==> src/rtl/qec_pkg.sv <==
package qec_pkg;
  localparam int unsigned REG_W  = 32;
  localparam int unsigned SEL_W  = 7;
  localparam int unsigned SEL_LO = 16;
  localparam int unsigned FC_B   = 31;
  localparam int unsigned FCS_B  = 30;
  localparam int unsigned FCU_B  = 29;
  localparam int unsigned FCM1_B = 28;
  localparam int unsigned FCM0_B = 27;
  localparam int unsigned CE_B   = 26;

  typedef enum logic [1:0] {
    A_CTRL_SUP = 2'd0,
    A_CTRL_USR = 2'd1,
    A_COUNT    = 2'd2,
    A_NONE     = 2'd3
  } reg_addr_e;

  typedef struct packed {
    logic             fc;
    logic             fcs;
    logic             fcu;
    logic             fcm1;
    logic             fcm0;
    logic             ce;
    logic [SEL_W-1:0] sel;
  } ctrl_t;
endpackage

==> src/rtl/qec_ctrl_reg.sv <==
module qec_ctrl_reg
  import qec_pkg::*;
(
  input  logic  clk_i,
  input  logic  rst_ni,
  input  logic  wr_i,
  input  ctrl_t wctrl_i,
  output ctrl_t ctrl_o
);
  ctrl_t ctrl_q;

  always_ff @(posedge clk_i or negedge rst_ni) begin
    if (!rst_ni)   ctrl_q <= '0;
    else if (wr_i) ctrl_q <= wctrl_i;
  end

  assign ctrl_o = ctrl_q;
endmodule

==> src/rtl/qec_freeze_qual.sv <==
module qec_freeze_qual
  import qec_pkg::*;
#(
  parameter int unsigned EVT_N = 128
) (
  input  logic             fc_i,
  input  logic             fcs_i,
  input  logic             fcu_i,
  input  logic             fcm1_i,
  input  logic             fcm0_i,
  input  logic [SEL_W-1:0] sel_i,
  input  logic             pr_i,
  input  logic             pmm_i,
  input  logic [EVT_N-1:0] evt_i,
  output logic             inc_o
);
  localparam int unsigned SLOTS = 2 ** SEL_W;

  logic [SLOTS-1:0] evt_pad;
  logic             frozen;

  generate
    if (EVT_N < SLOTS) begin : g_pad
      assign evt_pad = {{(SLOTS-EVT_N){1'b0}}, evt_i};
    end else begin : g_full
      assign evt_pad = evt_i[SLOTS-1:0];
    end
  endgenerate

  // any one qualifier stops the count
  assign frozen = fc_i
                | (fcs_i  & ~pr_i)
                | (fcu_i  &  pr_i)
                | (fcm1_i &  pmm_i)
                | (fcm0_i & ~pmm_i);

  assign inc_o = evt_pad[sel_i] & ~frozen;

  initial begin
    a_evt_n_fits: assert (EVT_N >= 1 && EVT_N <= SLOTS);
  end
endmodule

==> src/rtl/qec_counter.sv <==
module qec_counter #(
  parameter int unsigned CNT_W = 32
) (
  input  logic             clk_i,
  input  logic             rst_ni,
  input  logic             ld_i,
  input  logic [CNT_W-1:0] ld_data_i,
  input  logic             inc_i,
  input  logic             ce_i,
  output logic [CNT_W-1:0] cnt_o,
  output logic             ovf_o
);
  logic [CNT_W-1:0] cnt_q;

  always_ff @(posedge clk_i or negedge rst_ni) begin
    if (!rst_ni)     cnt_q <= '0;
    else if (ld_i)   cnt_q <= ld_data_i;
    else if (inc_i)  cnt_q <= cnt_q + 1'b1;
  end

  assign cnt_o = cnt_q;
  assign ovf_o = ce_i & cnt_q[CNT_W-1];

  p_step_one_r3: assert property (@(posedge clk_i) disable iff (!rst_ni)
    (inc_i && !ld_i) |=> (cnt_q == $past(cnt_q) + 1'b1));

  p_hold_idle_r3: assert property (@(posedge clk_i) disable iff (!rst_ni)
    (!inc_i && !ld_i) |=> $stable(cnt_q));

  p_load_wins_r9: assert property (@(posedge clk_i) disable iff (!rst_ni)
    ld_i |=> (cnt_q == $past(ld_data_i)));
endmodule

==> src/rtl/qual_event_counter.sv <==
module qual_event_counter
  import qec_pkg::*;
#(
  parameter int unsigned EVT_N = 128,
  parameter int unsigned CNT_W = 32
) (
  input  logic             clk_i,
  input  logic             rst_ni,
  input  logic             pr_i,
  input  logic             pmm_i,
  input  logic [EVT_N-1:0] evt_i,
  input  logic [1:0]       addr_i,
  input  logic             wr_en_i,
  input  logic [REG_W-1:0] wdata_i,
  output logic [REG_W-1:0] rdata_o,
  output logic             ovf_o,
  output logic             priv_err_o
);
  reg_addr_e        addr;
  ctrl_t            ctrl, wctrl;
  logic             sup_addr, sup_ok;
  logic             ctrl_wr, cnt_wr, inc;
  logic             err_q;
  logic [REG_W-1:0] ctrl_word;
  logic [CNT_W-1:0] cnt;

  assign addr     = reg_addr_e'(addr_i);
  assign sup_addr = (addr == A_CTRL_SUP) || (addr == A_COUNT);
  assign sup_ok   = wr_en_i & ~pr_i;
  assign ctrl_wr  = sup_ok & (addr == A_CTRL_SUP);
  assign cnt_wr   = sup_ok & (addr == A_COUNT);

  assign wctrl = '{fc:   wdata_i[FC_B],   fcs:  wdata_i[FCS_B], fcu: wdata_i[FCU_B],
                   fcm1: wdata_i[FCM1_B], fcm0: wdata_i[FCM0_B], ce: wdata_i[CE_B],
                   sel:  wdata_i[SEL_LO +: SEL_W]};

  qec_ctrl_reg i_ctrl (
    .clk_i   (clk_i),
    .rst_ni  (rst_ni),
    .wr_i    (ctrl_wr),
    .wctrl_i (wctrl),
    .ctrl_o  (ctrl)
  );

  qec_freeze_qual #(.EVT_N(EVT_N)) i_qual (
    .fc_i   (ctrl.fc),
    .fcs_i  (ctrl.fcs),
    .fcu_i  (ctrl.fcu),
    .fcm1_i (ctrl.fcm1),
    .fcm0_i (ctrl.fcm0),
    .sel_i  (ctrl.sel),
    .pr_i   (pr_i),
    .pmm_i  (pmm_i),
    .evt_i  (evt_i),
    .inc_o  (inc)
  );

  qec_counter #(.CNT_W(CNT_W)) i_cnt (
    .clk_i     (clk_i),
    .rst_ni    (rst_ni),
    .ld_i      (cnt_wr),
    .ld_data_i (wdata_i[CNT_W-1:0]),
    .inc_i     (inc),
    .ce_i      (ctrl.ce),
    .cnt_o     (cnt),
    .ovf_o     (ovf_o)
  );

  always_ff @(posedge clk_i or negedge rst_ni) begin
    if (!rst_ni) err_q <= 1'b0;
    else         err_q <= wr_en_i & pr_i & sup_addr;
  end
  assign priv_err_o = err_q;

  always_comb begin
    ctrl_word = '0;
    ctrl_word[FC_B]   = ctrl.fc;
    ctrl_word[FCS_B]  = ctrl.fcs;
    ctrl_word[FCU_B]  = ctrl.fcu;
    ctrl_word[FCM1_B] = ctrl.fcm1;
    ctrl_word[FCM0_B] = ctrl.fcm0;
    ctrl_word[CE_B]   = ctrl.ce;
    ctrl_word[SEL_LO +: SEL_W] = ctrl.sel;
  end

  always_comb begin
    unique case (addr)
      A_CTRL_SUP: rdata_o = pr_i ? '0 : ctrl_word;
      A_CTRL_USR: rdata_o = ctrl_word;
      A_COUNT:    rdata_o = pr_i ? '0 : REG_W'(cnt);
      default:    rdata_o = '0;
    endcase
  end

  initial begin
    a_cnt_w_fits: assert (CNT_W >= 2 && CNT_W <= REG_W);
  end

  p_fc_freeze_r4: assert property (@(posedge clk_i) disable iff (!rst_ni)
    (ctrl.fc && !cnt_wr) |=> $stable(cnt));

  p_no_overflow_r7: assert property (@(posedge clk_i) disable iff (!rst_ni)
    !ctrl.ce |-> !ovf_o);

  p_user_alias_r8: assert property (@(posedge clk_i) disable iff (!rst_ni)
    (wr_en_i && addr == A_CTRL_USR) |=> $stable(ctrl));

  p_priv_reject_r10: assert property (@(posedge clk_i) disable iff (!rst_ni)
    (wr_en_i && pr_i && sup_addr) |=> (priv_err_o && $stable(ctrl)));

  p_err_cause_r10: assert property (@(posedge clk_i) disable iff (!rst_ni)
    !(wr_en_i && pr_i && sup_addr) |=> !priv_err_o);
endmodule

==> config.mk <==
export PLATFORM = sky130hd
export DESIGN_NAME = qual_event_counter
export DESIGN_NICKNAME = d
export VERILOG_FILES = /design/src/rtl/qec_pkg.sv /design/src/rtl/qec_ctrl_reg.sv /design/src/rtl/qec_freeze_qual.sv /design/src/rtl/qec_counter.sv /design/src/rtl/qual_event_counter.sv
export SDC_FILE = /design/constraint.sdc
export NUM_CORES = 1
export LEC_CHECK = 0
export BUFFER_PORTS_ARGS = -buffer_cell sky130_fd_sc_hd__buf_4
export CORE_AREA = 4 4 96 135
export DETAILED_ROUTE_END_ITERATION = 7
export DIE_AREA = 0 0 100 139
export MAX_ROUTING_LAYER = met4
export PLACE_DENSITY = 0.67
export REMOVE_ABC_BUFFERS = 1
export SLEW_MARGIN = 0
export SYNTH_ARGS = -nofsm -noshare
export SYNTH_HDL_FRONTEND = slang
export SYNTH_SLANG_ARGS = --single-unit
export TNS_END_PERCENT = 20
==> constraint.sdc <==
create_clock -name clk_i -period 2.4 [get_ports clk_i]
set_input_delay 0.48 -clock clk_i [delete_from_list [all_inputs] [get_ports clk_i]]
set_output_delay 0.48 -clock clk_i [all_outputs]
set_load 0.05 [all_outputs]
## After elaboration in Yosys (flattened, before gate mapping)

Cells that the tools add are included.

- Latch bits: 0
- Bits in registers: 46
- RAM bits: 0
- Memory bits (read-only): 0
- Input port bits: 167
- Memories kept: 0
- Output and inout port bits: 34

- Bitwise operators: 18
- Add/subtract/negate cells: 1
- Equal/unequal tests: 2
- Order comparisons: 1
- Mux-type cells: 7
- Multipliers: 0
- Reduce and logical (&&, ||, !) cells: 3
- Divide/modulo/power cells: 0
- Shift operators: 0

Operator list:

| operator | number |
|---|---|
| $mux W32 | 4 |
| $pmux W32 S3 | 1 |
| $add A32 B1 Y32 const B | 1 |
| $and A1 B1 Y1 | 11 |
| $lt A7 B8 Y1 const B | 1 |
| $bmux W1 S7 | 1 |
| $or A1 B1 Y1 | 4 |
| $not A1 Y1 | 3 |
| $eq A2 B1 Y1 const B | 1 |
| $eq A2 B2 Y1 const B | 1 |
| $logic_not A2 Y1 | 1 |
| $reduce_bool A2 Y1 | 1 |
| $logic_or A1 B1 Y1 | 1 |
| $mux W1 | 1 |

## Longest topological paths before layout

- Depth in word-level cells: 10
- Depth in mapped cells: 13

## Hierarchy

A second synthesis with hierarchy kept.

- Cell total of the unflattened synthesis: 404
- Area total of the unflattened synthesis: 4056.4 µm²

By module, submodules not included:

| module | seq. area each (µm²) | area each (µm²) | cells an instance | instances |
|---|---|---|---|---|
| qec_counter | 800.8 | 1884.3 | 221 | 1 |
| qec_freeze_qual | 0.0 | 1300.0 | 111 | 1 |
| qec_ctrl_reg | 325.3 | 520.5 | 27 | 1 |
| qual_event_counter | 25.0 | 351.6 | 45 | 1 |

## Worst setup path after synthesis

Ideal clock, no wire load.

- Kind: reg2reg
- Start: register i_ctrl.ctrl_q (netlist bit i_ctrl.ctrl_o[0])
- End: register i_cnt.cnt_q[11], in the netlist i_cnt.cnt_o[11]
- Required time: 2.276 ns
- Path buffers: 4
- Library setup time: 0.124 ns
- Path slack: -0.157 ns
- Cell stages (with the launch flop): 13
- Arrival: 2.433 ns
- Cell sequence: dfrtp_1 buf_6 buf_12 mux2i_1 o22ai_1 or4b_4 a311oi_4 inv_4 nand3_2 buf_6 buf_12 nor3_1 o31a_1

- Longest elaborated chain between the ends: 4

RTL lines:

| what | line | source |
|---|---|---|
| start, declared | qec_ctrl_reg.sv:10 | `ctrl_t ctrl_q;` |
| start signal, assigned | qec_ctrl_reg.sv:14 | `else if (wr_i) ctrl_q <= wctrl_i;` |
| $bmux W1 S7 | qec_freeze_qual.sv:37 | `assign inc_o = evt_pad[sel_i] & ~frozen;` |
| $mux W1 (not written as such) | qec_freeze_qual.sv:37 |  |
| $and A1 B1 Y1 | qec_freeze_qual.sv:37 |  |
| $reduce_bool A2 Y1 (no line) | -- |  |
| end signal, assigned | qec_counter.sv:17 | `else if (ld_i) cnt_q <= ld_data_i;` |
| end signal, assigned | qec_counter.sv:18 | `else if (inc_i) cnt_q <= cnt_q + 1'b1;` |
| end, declared | qec_counter.sv:13 | `logic [CNT_W-1:0] cnt_q;` |

No other way between the ends. The select of a mux whose other input is x is not followed.
A chain may end at the register's enable or synchronous reset.

## Worst setup path after layout

- Start: register i_ctrl.ctrl_q (netlist bit i_ctrl.ctrl_o[0])
- End: register i_cnt.cnt_q[18], in the netlist i_cnt.cnt_o[18]

Same word-level chain as after synthesis.

==> metrics.md <==
| Metric | Value |
|---|---|
| TritonCTS Buffers | `5` |
| Number of hold buffers added after cts | `0` |
| RSZ-0062 raised after global routing | `yes` |
| Fin worst setup slack | `-0.366 ns` |
| Worst-path fanout max | `6` |
| Core Box Area | `between 10000 and 15000 µm²` |
| FMAX | `between 300 and 400 MHz` |
| Via density per instance | `5.55` |
| Category of the critical setup timing path | `reg -> reg` |
| Ports placed on the boundary | `about 200` |
| Number of synthesis warnings | `0` |
| Quantity of I/O buffers inserted on ports | `200` |
| Cell taking the most area after synthesis | `sky130_fd_sc_hd__dfrtp_1` |
| Nets | `between 800 and 900` |
| Switching pwr | `~1.5 mW` |
| Portion of total power attributed to sequential cells | `just under 30%` |
| Sw Share | `37.0%` |
| Overall via count from detail_route | `4405` |
| Height of the die | `about 140 µm` |
| H-tree depth reported by CTS | `2` |
| WL final | `about 15000 µm` |
| First-pass detailed-route iteration total | `5` |
| Summed negative setup slack over all endpoints | `-8.52 ns` |
| Number of sinks driven by the clock tree | `between 40 and 50` |
| Post-detailed-placement half-perimeter wirelength | `11900 µm` |
| Fraction of layout instances using a drive strength above 1 | `~50%` |
| Average cell area after synthesis | `roughly 10 µm²` |
| Routability congestion estimate from global placement | `roughly 0.87` |
| Fin util | `between 50 and 60%` |
| Floorplan row count | `47` |
| Worst slew pin tran | `just under 0.6 ns` |
| Clock tree from TritonCTS | `yes` |
| Average wire per cell in the routed design | `between 15 and 20 µm` |
| Root Buffer Master | `sky130_fd_sc_hd__clkbuf_16` |
| Sequential element share of the synthesized area | `about 28%` |
| Proportion of power drawn by the clock network | `roughly a fifth` |
| First-pass GRT wire length | `around 23000 µm` |
| Adder-cell share of the synthesized area | `less than 1%` |
| Remaining antenna violation count after routing | `0` |
| Combinational family with the most area after synthesis | `multiplexers` |
| Design internal power | `roughly 2.6 mW` |
| Simple-gate area share of the yosys netlist | `between 20% and 30%` |
| Clock latency reported for the late side of the worst-skew pair | `between 0.2 and 0.3 ns` |
| Hold/Removal Path Class | `in -> async` |
| Complex-gate fraction of the synthesized area | `between 15 and 20%` |
| Clock transition at path regs | `roughly 0.06 ns` |
| Starting density of the core | `between 30% and 40%` |
| Power consumption | `around 4 mW` |
| Antenna violations before repair | `0` |
| Number of setup violations in the final report | `32` |
| Area overhead of the layout relative to synthesis | `56.3%` |
| Most common library cell in the layout ignoring fill and taps | `sky130_fd_sc_hd__buf_4` |
| Share of Yosys cell area claimed by the top area cell type | `28.5%` |
| Clock skew | `between 0.003 and 0.004 ns` |
| DRC violation count after routing | `0` |
| Pin count of the biggest net entering global routing | `47` |
| Combined area of the multi-input logic cells | `~2700 µm²` |
| Ratio of total power to cell area | `649 nW/µm²` |
| Ant. Diodes | `0` |
| Combinational power share | `approximately half` |
| # fillers | `1073` |
| Outcome | `finished with violations` |
| Number of maximum-capacitance violations | `0` |
| Overall fraction of global-route tracks in use | `a little over a fifth` |
| Floorplan die area | `13900 µm²` |
| Post-synthesis xor/xnor area fraction | `~2.4%` |
| Number of buffers on the longest clock path | `2` |
| Static leakage | `about 2.8 nW` |
| Total congestion overflow | `0` |
| Number of distinct library cells after synthesis | `between 60 and 70` |
| Count of flip-flops with a built-in enable after synthesis | `0` |
| Normalized max-slew margin | `between 60% and 70%` |
| Synth top area cells | `sky130_fd_sc_hd__dfrtp_1 28%, sky130_fd_sc_hd__mux4_1 11%, sky130_fd_sc_hd__mux2i_1 5.4%, sky130_fd_sc_hd__and2_1 3.6%, sky130_fd_sc_hd__nand2_1 3.3%` |
| Minimum period implied by the final worst setup slack | `~2.8 ns` |
| Syn Inst Count | `404` |
| Violations in the final reports | `negative setup slack` |
| CP Data Required Time | `between 2 and 3 ns` |
| Leading cell types in the layout, fill and taps excluded | `256 x sky130_fd_sc_hd__buf_4, 44 x sky130_fd_sc_hd__dfrtp_1, 35 x sky130_fd_sc_hd__nand2_1, 23 x sky130_fd_sc_hd__and2_1, 22 x sky130_fd_sc_hd__mux2i_1` |
| Part of the cycle the worst path needs | `115%` |
| Commonest register cell after synthesis | `sky130_fd_sc_hd__dfrtp_1` |
| Number of global-route vias before repair | `4798` |
| Total instance count after detailed placement | `between 700 and 800` |
| Final hold violations | `0` |
| DIE WIDTH | `around 100 µm` |
| Fraction of registers with async set or reset after synthesis | `between 90% and 100%` |
| Synth Register Bits | `46` |
| Startpoint type of the worst setup path | `flip-flop` |
| Mux share of post-synthesis cell area | `a little under a quarter` |
| Data arrival at the endpoint of the critical path | `2.94 ns` |
| Max Slew Vio Count | `0` |
| Mapped Area | `4040 µm²` |
| Detailed Route Iter0 Violations | `153` |
| Total area of sequential cells | `1150 µm²` |
| Final std cells w/o fill | `~790` |
| Maximum VDD drop | `0.301 mV` |
| Kind of end point of the critical path | `flip-flop` |
==> kinds of logic (layout without fill, tap and decap cells) <==
family                   Yosys count  count (layout)
AND/OR/NAND/NOR                  163             163
flip-flops                        46              46
multiplexers                      58              58
XOR/XNOR                          11              11
adder cells (fa/ha/maj)            1               1
AO/OA/AOI/OAI                     90              90
buffers and inverters             35             278
==> sequential cells by signal, summed over array words and instances (netlist names) <==
name	count
i_cnt.cnt_o	32
priv_err_o	1
i_ctrl.ctrl_o	13
==> synth_stat cells (2+ instances only) <==
library cell / instances
sky130_fd_sc_hd__a211oi_1: 3
sky130_fd_sc_hd__a21oi_1: 6
sky130_fd_sc_hd__a22o_1: 13
sky130_fd_sc_hd__a22oi_1: 3
sky130_fd_sc_hd__a311oi_1: 2
sky130_fd_sc_hd__a31oi_1: 17
sky130_fd_sc_hd__and2_1: 23
sky130_fd_sc_hd__and3_1: 9
sky130_fd_sc_hd__buf_12: 4
sky130_fd_sc_hd__buf_2: 4
sky130_fd_sc_hd__buf_6: 4
sky130_fd_sc_hd__clkbuf_1: 11
sky130_fd_sc_hd__clkbuf_8: 2
sky130_fd_sc_hd__dfrtp_1: 46
sky130_fd_sc_hd__inv_1: 5
sky130_fd_sc_hd__mux2_2: 12
sky130_fd_sc_hd__mux2i_1: 22
sky130_fd_sc_hd__mux4_1: 17
sky130_fd_sc_hd__mux4_2: 6
sky130_fd_sc_hd__nand2_1: 36
sky130_fd_sc_hd__nand2b_1: 2
sky130_fd_sc_hd__nand3_1: 14
sky130_fd_sc_hd__nand3_2: 2
sky130_fd_sc_hd__nand3b_1: 4
sky130_fd_sc_hd__nand4_1: 7
sky130_fd_sc_hd__nor2_1: 20
sky130_fd_sc_hd__nor2b_1: 2
sky130_fd_sc_hd__nor3_1: 3
sky130_fd_sc_hd__nor4_1: 11
sky130_fd_sc_hd__o21ai_0: 19
sky130_fd_sc_hd__o21ai_1: 2
sky130_fd_sc_hd__o22a_1: 2
sky130_fd_sc_hd__o22ai_1: 7
sky130_fd_sc_hd__o31a_1: 3
sky130_fd_sc_hd__o31ai_1: 6
sky130_fd_sc_hd__or2b_1: 2
sky130_fd_sc_hd__or3_1: 6
sky130_fd_sc_hd__or3_2: 5
sky130_fd_sc_hd__or3b_2: 2
sky130_fd_sc_hd__or4_1: 6
sky130_fd_sc_hd__xnor2_1: 9
sky130_fd_sc_hd__xor2_1: 2
==> through the flow <==
stage / hold WS [ns] / area (µm²) / setup WS, ns
global route: 0.249 / 6320 / -0.492
floorplan: 0.184 / 3790 / -1.34
detailed placement: 0.520 / 5960 / -0.490
global placement: 0.508 / 5960 / -0.377
CTS: 0.217 / 6180 / -0.442
finish: 0.185 / 6320 / -0.366
==> metal layers <==
| layer | GRT usage, % | wire length [µm] | vias to the layer above |
|---|---|---|---|
| li1 | - | - | 2064 |
| met1 | 21.9 | 5060 | 2119 |
| met2 | 39.7 | 8230 | 192 |
| met3 | 2.97 | 890 | 30 |
| met4 | 6.88 | 365 | 0 |
| met5 | - | 0 | - |
==> final cells by class <==
cell class | count | share of cell area [%]
sequential | 46 | 18.3
clock buffer | 6 | 2.20
inverter | 6 | 0.396
tap | 147 | 2.91
clock inverter | 1 | 0.475
timing repair buffer | 265 | 32.8
multi-input combinational | 323 | 43.0
==> power groups by stage <==
stage          clock [mW]  sequential [mW]  combinational (mW)
5_1_grt             0.858             1.22                2.27
4_1_cts             0.818             1.19                2.01
3_5_place_dp            0             1.20                1.98
6_report            0.802             1.19                2.11
2_1_floorplan           0             1.23                1.05
3_3_place_gp            0             1.19                1.94
==> path summary, 6_finish.rpt <==
kind,from,endpoint,slack (ns),cells past startpoint
worst max-delay path,i_ctrl.ctrl_o[0],i_cnt.cnt_o[18],-0.37,9
worst min-delay path,rst_ni,priv_err_o,0.19,1
worst max register to register,i_ctrl.ctrl_o[0],i_cnt.cnt_o[18],-0.37,9
worst min register to register,i_ctrl.ctrl_o[9],i_ctrl.ctrl_o[9],0.53,1
max in group asynchronous,rst_ni,i_ctrl.ctrl_o[0],1.77,1
min in group clk_i,wdata_i[24],i_cnt.cnt_o[24],0.40,3
==> critical path, stage by stage, from the launching register on <==
cell,delay [ns]
sky130_fd_sc_hd__dfrtp_2,0.50
sky130_fd_sc_hd__buf_4,0.20
sky130_fd_sc_hd__mux4_1,0.61
sky130_fd_sc_hd__a211oi_2,0.26
sky130_fd_sc_hd__a31oi_1,0.13
sky130_fd_sc_hd__and4_4,0.24
sky130_fd_sc_hd__buf_4,0.15
sky130_fd_sc_hd__and3_4,0.18
sky130_fd_sc_hd__and3_4,0.16
sky130_fd_sc_hd__o31a_1,0.23
==> repair_timing <==
| action | CTS | global route |
|---|---|---|
| cloned | 0 | 0 |
| setup buffers | 2 | 9 |
| resized for setup | 13 | 17 |
| setup endpoints to repair | 32 | 32 |
| pin swaps | 0 | 18 |
Power figures use the tool's default switching activity.
